**src/rtl/uart_rf_pkg.sv**
```systemverilog
// Shared constants for the serial controller register block: widths,
// register offsets, interrupt identification codes and flag bit positions.
package uart_rf_pkg;
    localparam int ADDR_W   = 3;
    localparam int DATA_W   = 8;
    localparam int DIV_W    = 2 * DATA_W;
    localparam int IER_W    = 4;
    localparam int MCR_W    = 5;

    localparam logic [ADDR_W-1:0] OFS_DATA = 3'd0;
    localparam logic [ADDR_W-1:0] OFS_IER  = 3'd1;
    localparam logic [ADDR_W-1:0] OFS_IID  = 3'd2;
    localparam logic [ADDR_W-1:0] OFS_LCR  = 3'd3;
    localparam logic [ADDR_W-1:0] OFS_MCR  = 3'd4;
    localparam logic [ADDR_W-1:0] OFS_LSR  = 3'd5;
    localparam logic [ADDR_W-1:0] OFS_MSR  = 3'd6;
    localparam logic [ADDR_W-1:0] OFS_SCR  = 3'd7;

    localparam logic [DATA_W-1:0] IID_NONE = 8'h01;
    localparam logic [DATA_W-1:0] IID_THRE = 8'h02;
    localparam logic [DATA_W-1:0] IID_RXD  = 8'h04;

    localparam int LCR_DIVACC = 7;
    localparam int MCR_LOOP   = 4;
    localparam int IER_RXD    = 0;
    localparam int IER_THRE   = 1;
    localparam int LSR_THRE   = 5;
endpackage

```
**src/rtl/uart_rf_ctrl.sv**
```systemverilog
// Control register storage: line control, interrupt enable, modem control,
// modem status, scratch and the divisor latch. Decodes the write strobe and
// reports the data-register and enable-register writes for the line logic.
// Assumes one write per cycle; reset is synchronous and active low.
module uart_rf_ctrl
    import uart_rf_pkg::*;
(
    input  logic                clk,
    input  logic                rst_n,
    input  logic                wr_en,
    input  logic [ADDR_W-1:0]   addr,
    input  logic [DATA_W-1:0]   wdata,
    output logic [DATA_W-1:0]   lcr_q,
    output logic [IER_W-1:0]    ier_q,
    output logic [MCR_W-1:0]    mcr_q,
    output logic [DATA_W-1:0]   msr_q,
    output logic [DATA_W-1:0]   scr_q,
    output logic [DIV_W-1:0]    div_q,
    output logic                data_wr,
    output logic                ier_wr
);
    logic divacc;

    // Divisor access selects what offsets 0 and 1 map to
    always_comb begin
        divacc  = lcr_q[LCR_DIVACC];
        data_wr = wr_en && (addr == OFS_DATA) && !divacc;
        ier_wr  = wr_en && (addr == OFS_IER)  && !divacc;
    end

    // Register storage updated by host writes
    always_ff @(posedge clk) begin
        if (!rst_n) begin
            lcr_q <= '0;
            ier_q <= '0;
            mcr_q <= '0;
            msr_q <= '0;
            scr_q <= '0;
            div_q <= '0;
        end else if (wr_en) begin
            case (addr)
                OFS_DATA: if (divacc) div_q[DATA_W-1:0] <= wdata;
                OFS_IER: begin
                    if (divacc) div_q[DIV_W-1:DATA_W] <= wdata;
                    else        ier_q <= wdata[IER_W-1:0];
                end
                OFS_LCR: lcr_q <= wdata;
                OFS_MCR: mcr_q <= wdata[MCR_W-1:0];
                OFS_MSR: msr_q <= wdata;
                OFS_SCR: scr_q <= wdata;
                default: ;
            endcase
        end
    end
endmodule

```
**src/rtl/uart_rf_line.sv**
```systemverilog
// Line-side state: receive buffer, data-ready and break flags, the hidden
// transmit-pending flag and the one-cycle transmit strobe. The transmitter
// completes at once, so both empty flags read as set at all times.
module uart_rf_line
    import uart_rf_pkg::*;
(
    input  logic                clk,
    input  logic                rst_n,
    input  logic                data_wr,
    input  logic                ier_wr,
    input  logic                rbr_rd,
    input  logic                thre_ack,
    input  logic [DATA_W-1:0]   wdata,
    input  logic                rx_valid,
    input  logic [DATA_W-1:0]   rx_data,
    input  logic                rx_break,
    output logic                rx_ready,
    output logic [DATA_W-1:0]   rbr_q,
    output logic [DATA_W-1:0]   lsr,
    output logic                thr_pend_q,
    output logic                tx_valid,
    output logic [DATA_W-1:0]   tx_data
);
    logic dr_q, bi_q;

    // Assemble line status: empty flags fixed high, error flags zero
    always_comb begin
        lsr      = {1'b0, 1'b1, 1'b1, bi_q, 3'b000, dr_q};
        rx_ready = !dr_q;
    end

    // Receive buffer and its flags; a new arrival wins over a clearing read
    always_ff @(posedge clk) begin
        if (!rst_n) begin
            rbr_q <= '0;
            dr_q  <= 1'b0;
            bi_q  <= 1'b0;
        end else if (rx_break) begin
            rbr_q <= '0;
            dr_q  <= 1'b1;
            bi_q  <= 1'b1;
        end else if (rx_valid && !dr_q) begin
            rbr_q <= rx_data;
            dr_q  <= 1'b1;
        end else if (rbr_rd) begin
            dr_q  <= 1'b0;
            bi_q  <= 1'b0;
        end
    end

    // Transmit-pending flag: set by data or enable writes, cleared by ID read
    always_ff @(posedge clk) begin
        if (!rst_n)
            thr_pend_q <= 1'b0;
        else if (data_wr || (ier_wr && lsr[LSR_THRE]))
            thr_pend_q <= 1'b1;
        else if (thre_ack)
            thr_pend_q <= 1'b0;
    end

    // Transmit strobe lasting the cycle after a data write
    always_ff @(posedge clk) begin
        if (!rst_n) begin
            tx_valid <= 1'b0;
            tx_data  <= '0;
        end else begin
            tx_valid <= data_wr;
            if (data_wr) tx_data <= wdata;
        end
    end
endmodule

```
**src/rtl/uart_rf_irq.sv**
```systemverilog
// Prioritised interrupt identification: received data over transmit empty.
// Purely combinational from registered state.
module uart_rf_irq
    import uart_rf_pkg::*;
(
    input  logic                dr,
    input  logic                thr_pend,
    input  logic                en_rxd,
    input  logic                en_thre,
    output logic [DATA_W-1:0]   iid,
    output logic                irq
);
    // Pick the highest-priority enabled source
    always_comb begin
        if (dr && en_rxd)            iid = IID_RXD;
        else if (thr_pend && en_thre) iid = IID_THRE;
        else                          iid = IID_NONE;
        irq = (iid != IID_NONE);
    end
endmodule

```
**src/rtl/uart_rf_modem.sv**
```systemverilog
// Modem status read path: in loopback the modem control outputs are routed
// to the status inputs; otherwise the stored status value is returned.
module uart_rf_modem
    import uart_rf_pkg::*;
(
    input  logic [MCR_W-1:0]    mcr,
    input  logic [DATA_W-1:0]   msr,
    output logic [DATA_W-1:0]   msr_rd
);
    // Loopback routing of control outputs into status inputs
    always_comb begin
        if (mcr[MCR_LOOP])
            msr_rd = {mcr[3], mcr[2], mcr[0], mcr[1], 4'b0000};
        else
            msr_rd = msr;
    end
endmodule

```
**src/rtl/uart_regfile.sv**
```systemverilog
// Top of the serial controller register block. Combines control storage,
// line-side state, interrupt encoding and the modem read path, and drives
// the combinational read mux. Assumes at most one host access per cycle.
module uart_regfile
    import uart_rf_pkg::*;
(
    input  logic                clk,
    input  logic                rst_n,
    input  logic [ADDR_W-1:0]   addr,
    input  logic                wr_en,
    input  logic                rd_en,
    input  logic [DATA_W-1:0]   wdata,
    output logic [DATA_W-1:0]   rdata,
    input  logic                rx_valid,
    input  logic [DATA_W-1:0]   rx_data,
    input  logic                rx_break,
    output logic                rx_ready,
    output logic                tx_valid,
    output logic [DATA_W-1:0]   tx_data,
    output logic                irq
);
    logic [DATA_W-1:0] lcr_q, msr_q, scr_q, rbr_q, lsr, iid, msr_rd;
    logic [IER_W-1:0]  ier_q;
    logic [MCR_W-1:0]  mcr_q;
    logic [DIV_W-1:0]  div_q;
    logic              data_wr, ier_wr, thr_pend_q, rbr_rd, thre_ack, divacc;

    uart_rf_ctrl u_ctrl (
        .clk(clk), .rst_n(rst_n), .wr_en(wr_en), .addr(addr), .wdata(wdata),
        .lcr_q(lcr_q), .ier_q(ier_q), .mcr_q(mcr_q), .msr_q(msr_q),
        .scr_q(scr_q), .div_q(div_q), .data_wr(data_wr), .ier_wr(ier_wr)
    );

    uart_rf_line u_line (
        .clk(clk), .rst_n(rst_n), .data_wr(data_wr), .ier_wr(ier_wr),
        .rbr_rd(rbr_rd), .thre_ack(thre_ack), .wdata(wdata),
        .rx_valid(rx_valid), .rx_data(rx_data), .rx_break(rx_break),
        .rx_ready(rx_ready), .rbr_q(rbr_q), .lsr(lsr), .thr_pend_q(thr_pend_q),
        .tx_valid(tx_valid), .tx_data(tx_data)
    );

    uart_rf_irq u_irq (
        .dr(lsr[0]), .thr_pend(thr_pend_q),
        .en_rxd(ier_q[IER_RXD]), .en_thre(ier_q[IER_THRE]),
        .iid(iid), .irq(irq)
    );

    uart_rf_modem u_modem (.mcr(mcr_q), .msr(msr_q), .msr_rd(msr_rd));

    // Read side effects: buffer read and transmit-empty acknowledge
    always_comb begin
        divacc   = lcr_q[LCR_DIVACC];
        rbr_rd   = rd_en && (addr == OFS_DATA) && !divacc;
        thre_ack = rd_en && (addr == OFS_IID) && (iid == IID_THRE);
    end

    // Read data multiplexer
    always_comb begin
        case (addr)
            OFS_DATA: rdata = divacc ? div_q[DATA_W-1:0] : rbr_q;
            OFS_IER:  rdata = divacc ? div_q[DIV_W-1:DATA_W]
                                     : {{(DATA_W-IER_W){1'b0}}, ier_q};
            OFS_IID:  rdata = iid;
            OFS_LCR:  rdata = lcr_q;
            OFS_MCR:  rdata = {{(DATA_W-MCR_W){1'b0}}, mcr_q};
            OFS_LSR:  rdata = lsr;
            OFS_MSR:  rdata = msr_rd;
            default:  rdata = scr_q;
        endcase
    end
endmodule

```
**config.mk**
```make
export PLATFORM = sky130hd
export DESIGN_NAME = uart_regfile
export DESIGN_NICKNAME = d
export VERILOG_FILES = /design/src/rtl/uart_rf_pkg.sv /design/src/rtl/uart_rf_ctrl.sv /design/src/rtl/uart_rf_line.sv /design/src/rtl/uart_rf_irq.sv /design/src/rtl/uart_rf_modem.sv /design/src/rtl/uart_regfile.sv
export SDC_FILE = /design/constraint.sdc
export NUM_CORES = 1
export LEC_CHECK = 0
export CORE_MARGIN = 5
export CORE_UTILIZATION = 56
export DETAILED_ROUTE_END_ITERATION = 10
export PLACE_DENSITY = 0.8
export SYNTH_ARGS = -nofsm -noshare
export SYNTH_HDL_FRONTEND = slang
export SYNTH_HIERARCHICAL = 1
export SYNTH_SLANG_ARGS = --single-unit
```
**constraint.sdc**
```tcl
create_clock -name clk -period 2 [get_ports clk]
set_input_delay 0.3 -clock clk [delete_from_list [all_inputs] [get_ports clk]]
set_output_delay 0.3 -clock clk [all_outputs]
set_load 0.02 [all_outputs]
```
* Yosys cells after proc, flatten, opt, wreduce, memory -nomap -nowiden
Index checks and enable logic that the tools add are counted.
Storage, ports and cells: flip-flop bits (word level) 69, output and inout bits 19, word-level logic and storage cells 65
Cells by class: equality and inequality tests 10, muxes and demuxes 13, bitwise logic cells 2, reduce and logical (&&, ||, !) cells 27
Operator list (count):
- $pmux W8 S7 | 1
- $mux W8 | 4
- $eq A3 B3 Y1 const B | 4
- $logic_and A1 B1 Y1 | 11
- $reduce_and A2 Y1 | 5
- $reduce_and A3 Y1 | 3
- $eq A8 B2 Y1 const B | 1
- $ne A8 B1 Y1 const B | 1
- $mux W1 | 7
- $eq A3 B2 Y1 const B | 2
- $reduce_bool A2 Y1 | 2
- $eq A3 B1 Y1 const B | 1
- $logic_not A3 Y1 | 1
- $reduce_bool A3 Y1 | 1
- $logic_not A1 Y1 | 2
- $mux W2 | 1
- $ne A2 B2 Y1 const B | 1
- $not A1 Y1 | 2
- $reduce_or A2 Y1 | 1
- $logic_or A1 B1 Y1 | 1

* Depth between registers and ports, before layout
Gate-level depths: netlist of the first run.
word-level depth 7, gate-level depth with buffers 7

* Hierarchy
The synthesis of the first run kept the hierarchy.
By module, submodules not included:
- uart_rf_ctrl | times used 1, cells each 198, area each 1816.7 sq um
- uart_rf_line | times used 1, cells each 86, area each 798.3 sq um
- uart_regfile | times used 1, cells each 111, area each 787.0 sq um
- uart_rf_modem | times used 1, cells each 9, area each 106.4 sq um
- uart_rf_irq | times used 1, cells each 11, area each 80.1 sq um

* Worst setup path after synthesis of the first run
Ideal clock, no wire load.
kind flip-flop to output port, from register u_ctrl.lcr_q[7], to output rdata[7], arrival time 1425 ps, required time 1700 ps, slack 275 ps, cell stages (with the launch flop) 6, buffers on the path 1, cell sequence dfxtp_1 -> buf_6 -> mux2_2 -> mux2_2 -> o21ai_1 -> o21ai_0
On the way: cells in the longest elaborated chain, start to end 2, elaborated cells between the ends (all ways) 3
RTL lines:
- start, declared | line uart_rf_ctrl.sv:13 | output logic [DATA_W-1:0] lcr_q,
- start signal, assigned | line uart_rf_ctrl.sv:47 | OFS_LCR: lcr_q <= wdata;
- $mux W8 (on tied branches) | line uart_regfile.sv:61, uart_regfile.sv:60
- $pmux W8 S7 (*) | line uart_regfile.sv:59 | case (addr)
- end, declared | line uart_regfile.sv:13 | output logic [DATA_W-1:0] rdata,
Every way passes the cells marked *; elsewhere a longest branch is shown, timed or not.

* Worst setup path in the final report of the first run
from register u_ctrl.lcr_q[7], to output rdata[3]
Same word-level chain as after synthesis.

==> results of run 1 <==
-- routing by layer --
| layer | vias to the layer above | GRT usage [%] |
|---|---|---|
| li1 | 1537 | - |
| met1 | 1515 | 31.4 |
| met2 | 105 | 40.0 |
| met3 | 25 | 4.92 |
| met4 | 0 | 8.68 |
| met5 | - | 0 |
-- logic make-up (layout without fill, tap and decap cells) --
group,count (synthesis),in the layout
DFF,69,69
muxes,51,51
AOI/OAI and AO/OA,86,86
and+or+nand+nor,158,158
buffers and inverters,48,100
other,3,11
-- stage by stage --
step	power, mW	util [%]	worst slack (ns)	std cells	area, sq um
global route	3.32	72.8	-0.183	552	4570
finish	3.21	72.8	-0.121	552	4570
detailed placement	1.86	66.4	-0.650	533	4170
CTS	3.20	71.2	-0.130	552	4470
floorplan	1.69	-	0.275	423	3620
global placement	1.85	66.4	-0.640	533	4170
-- tightest hold or removal path, cell delays in order, from the launching register on --
cell,delay [ns]
dfxtp_1,0.31
nand2_1,0.05
mux2i_1,0.05
-- final cells by class --
class | instances | share of cell area [%]
timing repair buffer | 81 | 17.1
inverter | 4 | 0.329
clock inverter | 6 | 2.47
sequential | 69 | 30.4
multi-input combinational | 306 | 44.9
clock buffer | 9 | 2.71
tap | 77 | 2.11
-- timing repair --
item	CTS	global route
endpoints found under the setup margin	8	9
pin swaps	3	13
hold endpoints to repair	0	0
setup buffers	4	0
cloned	0	1
resized for setup	59	20
-- power by group through the flow --
| stage | clock (mW) | sequential (mW) | combinational (mW) |
|---|---|---|---|
| 6_report | 1.36 | 1.42 | 0.434 |
| 5_1_grt | 1.44 | 1.42 | 0.462 |
| 4_1_cts | 1.37 | 1.42 | 0.414 |
| 3_5_place_dp | 0 | 1.45 | 0.407 |
| 3_3_place_gp | 0 | 1.45 | 0.403 |
| 2_1_floorplan | 0 | 1.45 | 0.241 |
-- cell usage in the layout, fill, tap and decap left out, types with 3 or more instances in the layout --
master / n
nand2_1: 86
dfxtp_1: 67
mux2i_1: 40
clkdlybuf4s50_1: 30
buf_4: 30
o21ai_0: 17
nand3_1: 17
a21oi_1: 16
nor2b_1: 16
a21boi_0: 16
conb_1: 11
clkbuf_8: 9
buf_6: 9
mux2_4: 8
nor2_1: 7
a31oi_1: 7
nand2b_1: 4
and2b_2: 4
o22ai_2: 3
a21oi_2: 3
o211ai_1: 3
bufinv_16: 3
dlygate4sd2_1: 3
buf_2: 3
buf_12: 3
inv_1: 3
-- flip-flops by register name, indices dropped and copies added, names as in the netlist --
name               cells
u_ctrl/mcr_q           5
u_ctrl/msr_q           8
u_ctrl/lcr_q           8
u_line/rbr_q           8
u_line/thr_pend_q      1
u_line/tx_valid        1
u_line/dr_q            1
u_line/tx_data         8
u_line/bi_q            1
u_ctrl/scr_q           8
u_ctrl/ier_q           4
u_ctrl/div_q          16
-- worst min path at each step --
stage,startpoint,end,cells after the start
floorplan,rst_n,u_line/tx_data[3],1
global placement,u_ctrl/div_q[7],u_ctrl/div_q[7],2
detailed placement,u_ctrl/div_q[7],u_ctrl/div_q[7],2
CTS,u_ctrl/ier_q[3],u_ctrl/ier_q[3],2
global route,u_ctrl/div_q[9],u_ctrl/div_q[9],2
finish,u_ctrl/ier_q[3],u_ctrl/ier_q[3],2
==> run_results.csv, run 1 <==
group,metric,value,unit
routing,wl_met3,564,microns
power,p_per_area,703,nW/um^2
clock_tree,clk_pin_slew,0.07,ns
finish,drive_above_1_share,21.7,%
timing,layout_min_cycle_time,2.12,ns
grt,overflow,0,
routing,route.met2.wl,4860,microns
critical_path,cp_max_fo,5,
floorplan,ios,44,
clock_tree,cts_made_buffers,9,
power,clkPwrFrac,42.4,%
power,power_leakage,1.80,nW
clock_tree,cts_buffer_depth,2,
clock_tree,tritoncts,"built",
timing,rsz0062_at_grt,"true",
place,dp_hpwl,7550,microns
synthesis,synth_fa_ha_area_share,0,%
clock_tree,cts.sink_count,69,
critical_path,end_kind,"output port",
timing,hold_slack,0.460,ns
synthesis,synth_common_cells,"87 x nand2_1, 69 x dfxtp_1, 41 x mux2i_1",
finish,fillers,490,
grt,grt_usage,24.3,%
grt,grt_pass1_wl,15700,microns
timing,fin_skew,0.00448,ns
critical_path,crit_buf_inv,2,
synthesis,syn_inst,415,
synthesis,netlist_area,3590,sq um
timing,tns,-0.583,ns
routing,via_count,3182,
critical_path,path_depth,6,
power,sw_frac_of_total,24.6,%
power,pwr-share-comb,13.5,%
timing,finalHoldViolations,0,
power,peakVddDrop,555,uV
synthesis,synth-compound-area-share,15.7,%
floorplan,die_h,90.1,microns
synthesis,synth_seq_cells,69,
finish,regArea,1390,sq um
finish,syn_to_final_growth,27.3,%
critical_path,setup.worst_path.start,"u_ctrl/lcr_q[7]",
synthesis,yosysMostFrequentCell,"nand2_1",
routing,vias_per_cell,5.76,
floorplan,coreArea,6280,sq um
routing,drt_iter0_markers,233,
critical_path,worstPathCellList,"clkbuf_16, mux2i_1, or3_1, a22oi_2, o22a_2, buf_6",
synthesis,synth_warnings,6,
routing,drc_errors,0,
routing,ant_nets,0,
place,port-buffer-count,43,
timing,finalSetupViolations,6,
power,p_int,2.42,mW
timing,finalWorstSetupSlack,-0.121,ns
routing,firstDrtPassIters,5,
synthesis,synthSimpleGateAreaFrac,22.1,%
place,routabilityCongestion,0.953,
run_status,status,"finished with violations",
clock_tree,cts_hold_buf,0,
synthesis,synth_top_family_by_area,"simple AND/OR/NAND/NOR gates",
grt,grt_max_degree,39,
timing,fmaxAchievable,0.472,GHz
synthesis,synth_top_cell_by_area,"dfxtp_1",
critical_path,rrSetupSlack,0.39,ns
synthesis,ys_top_cells_by_area,"dfxtp_1 38%, mux2i_1 11%, nand2_1 9.1%, buf_4 3.8%, a21boi_0 3.3%",
clock_tree,root_buffer,"clkbuf_8",
power,power_frac_seq,44.1,%
finish,multi_input_area,2050,sq um
routing,wirelength_met1,4470,microns
synthesis,yosys.area_share.xor_xnor,0,%
floorplan,die_w,90.1,microns
critical_path,start_kind,"flop",
synthesis,yosysSeqAreaShare,38.5,%
routing,wl_per_cell,18.4,microns
grt,grt_pass1_vias,3036,
synthesis,synthFlopType,"dfxtp_1",
timing,maxSlewHeadroom,60.0,%
grt,antenna_found_initial,0,
timing,finalCritPeriodShare,106,%
timing,worst_pin_slew,0.601,ns
routing,routed_wl,10200,microns
synthesis,async_reset_ff_share,0,%
critical_path,max_stage_delay,0.37,ns
critical_path,worstSetupEndpoint,"rdata[3]",
critical_path,crit_family,"flip-flops",
synthesis,synth_edf_count,0,
critical_path,cp_slowest_cell,"dfxtp_4",
critical_path,cp.arrival,1.82,ns
critical_path,worstReg2RegEnd,"u_ctrl/ier_q[2]",
synthesis,yosysTopAreaCellShare,38.5,%
finish,num-nets-final,496,
synthesis,synthMuxAreaShare,15.2,%
clock_tree,htreeDepth,3,
floorplan,die_area,8110,sq um
routing,top_layer,"met4",
job,max-cap-violations,0,
floorplan,start_util,57.2,%
critical_path,path_class,"reg2out",
timing,finalMaxSlewViolations,0,
floorplan,rows,29,
synthesis,syn_avg_cell_area,8.65,sq um
clock_tree,clock_latency,0.34,ns
power,switching_power,0.790,mW
synthesis,synth.distinct_cells,53,
finish,diodes,0,
critical_path,r2r_cells,5,
min_path,min_path_type,"reg2reg",
critical_path,r2r-start,"u_ctrl/lcr_q[7]",
run_status,violations,"negative setup slack",
critical_path,cp.required,1.70,ns
No activity file was read; power rests on OpenSTA's default activity.
==> run 2, diff against run 1 <==
--- a/config.mk
+++ b/config.mk
@@ -5,6 +5,7 @@
 export SDC_FILE = /design/constraint.sdc
 export NUM_CORES = 1
 export LEC_CHECK = 0
+export ABC_CLOCK_PERIOD_IN_PS = 2000
 export CORE_MARGIN = 5
 export CORE_UTILIZATION = 56
 export DETAILED_ROUTE_END_ITERATION = 10
==> results of run 2 <==
Final layout, timing and power as in run 1 (identical DEF).
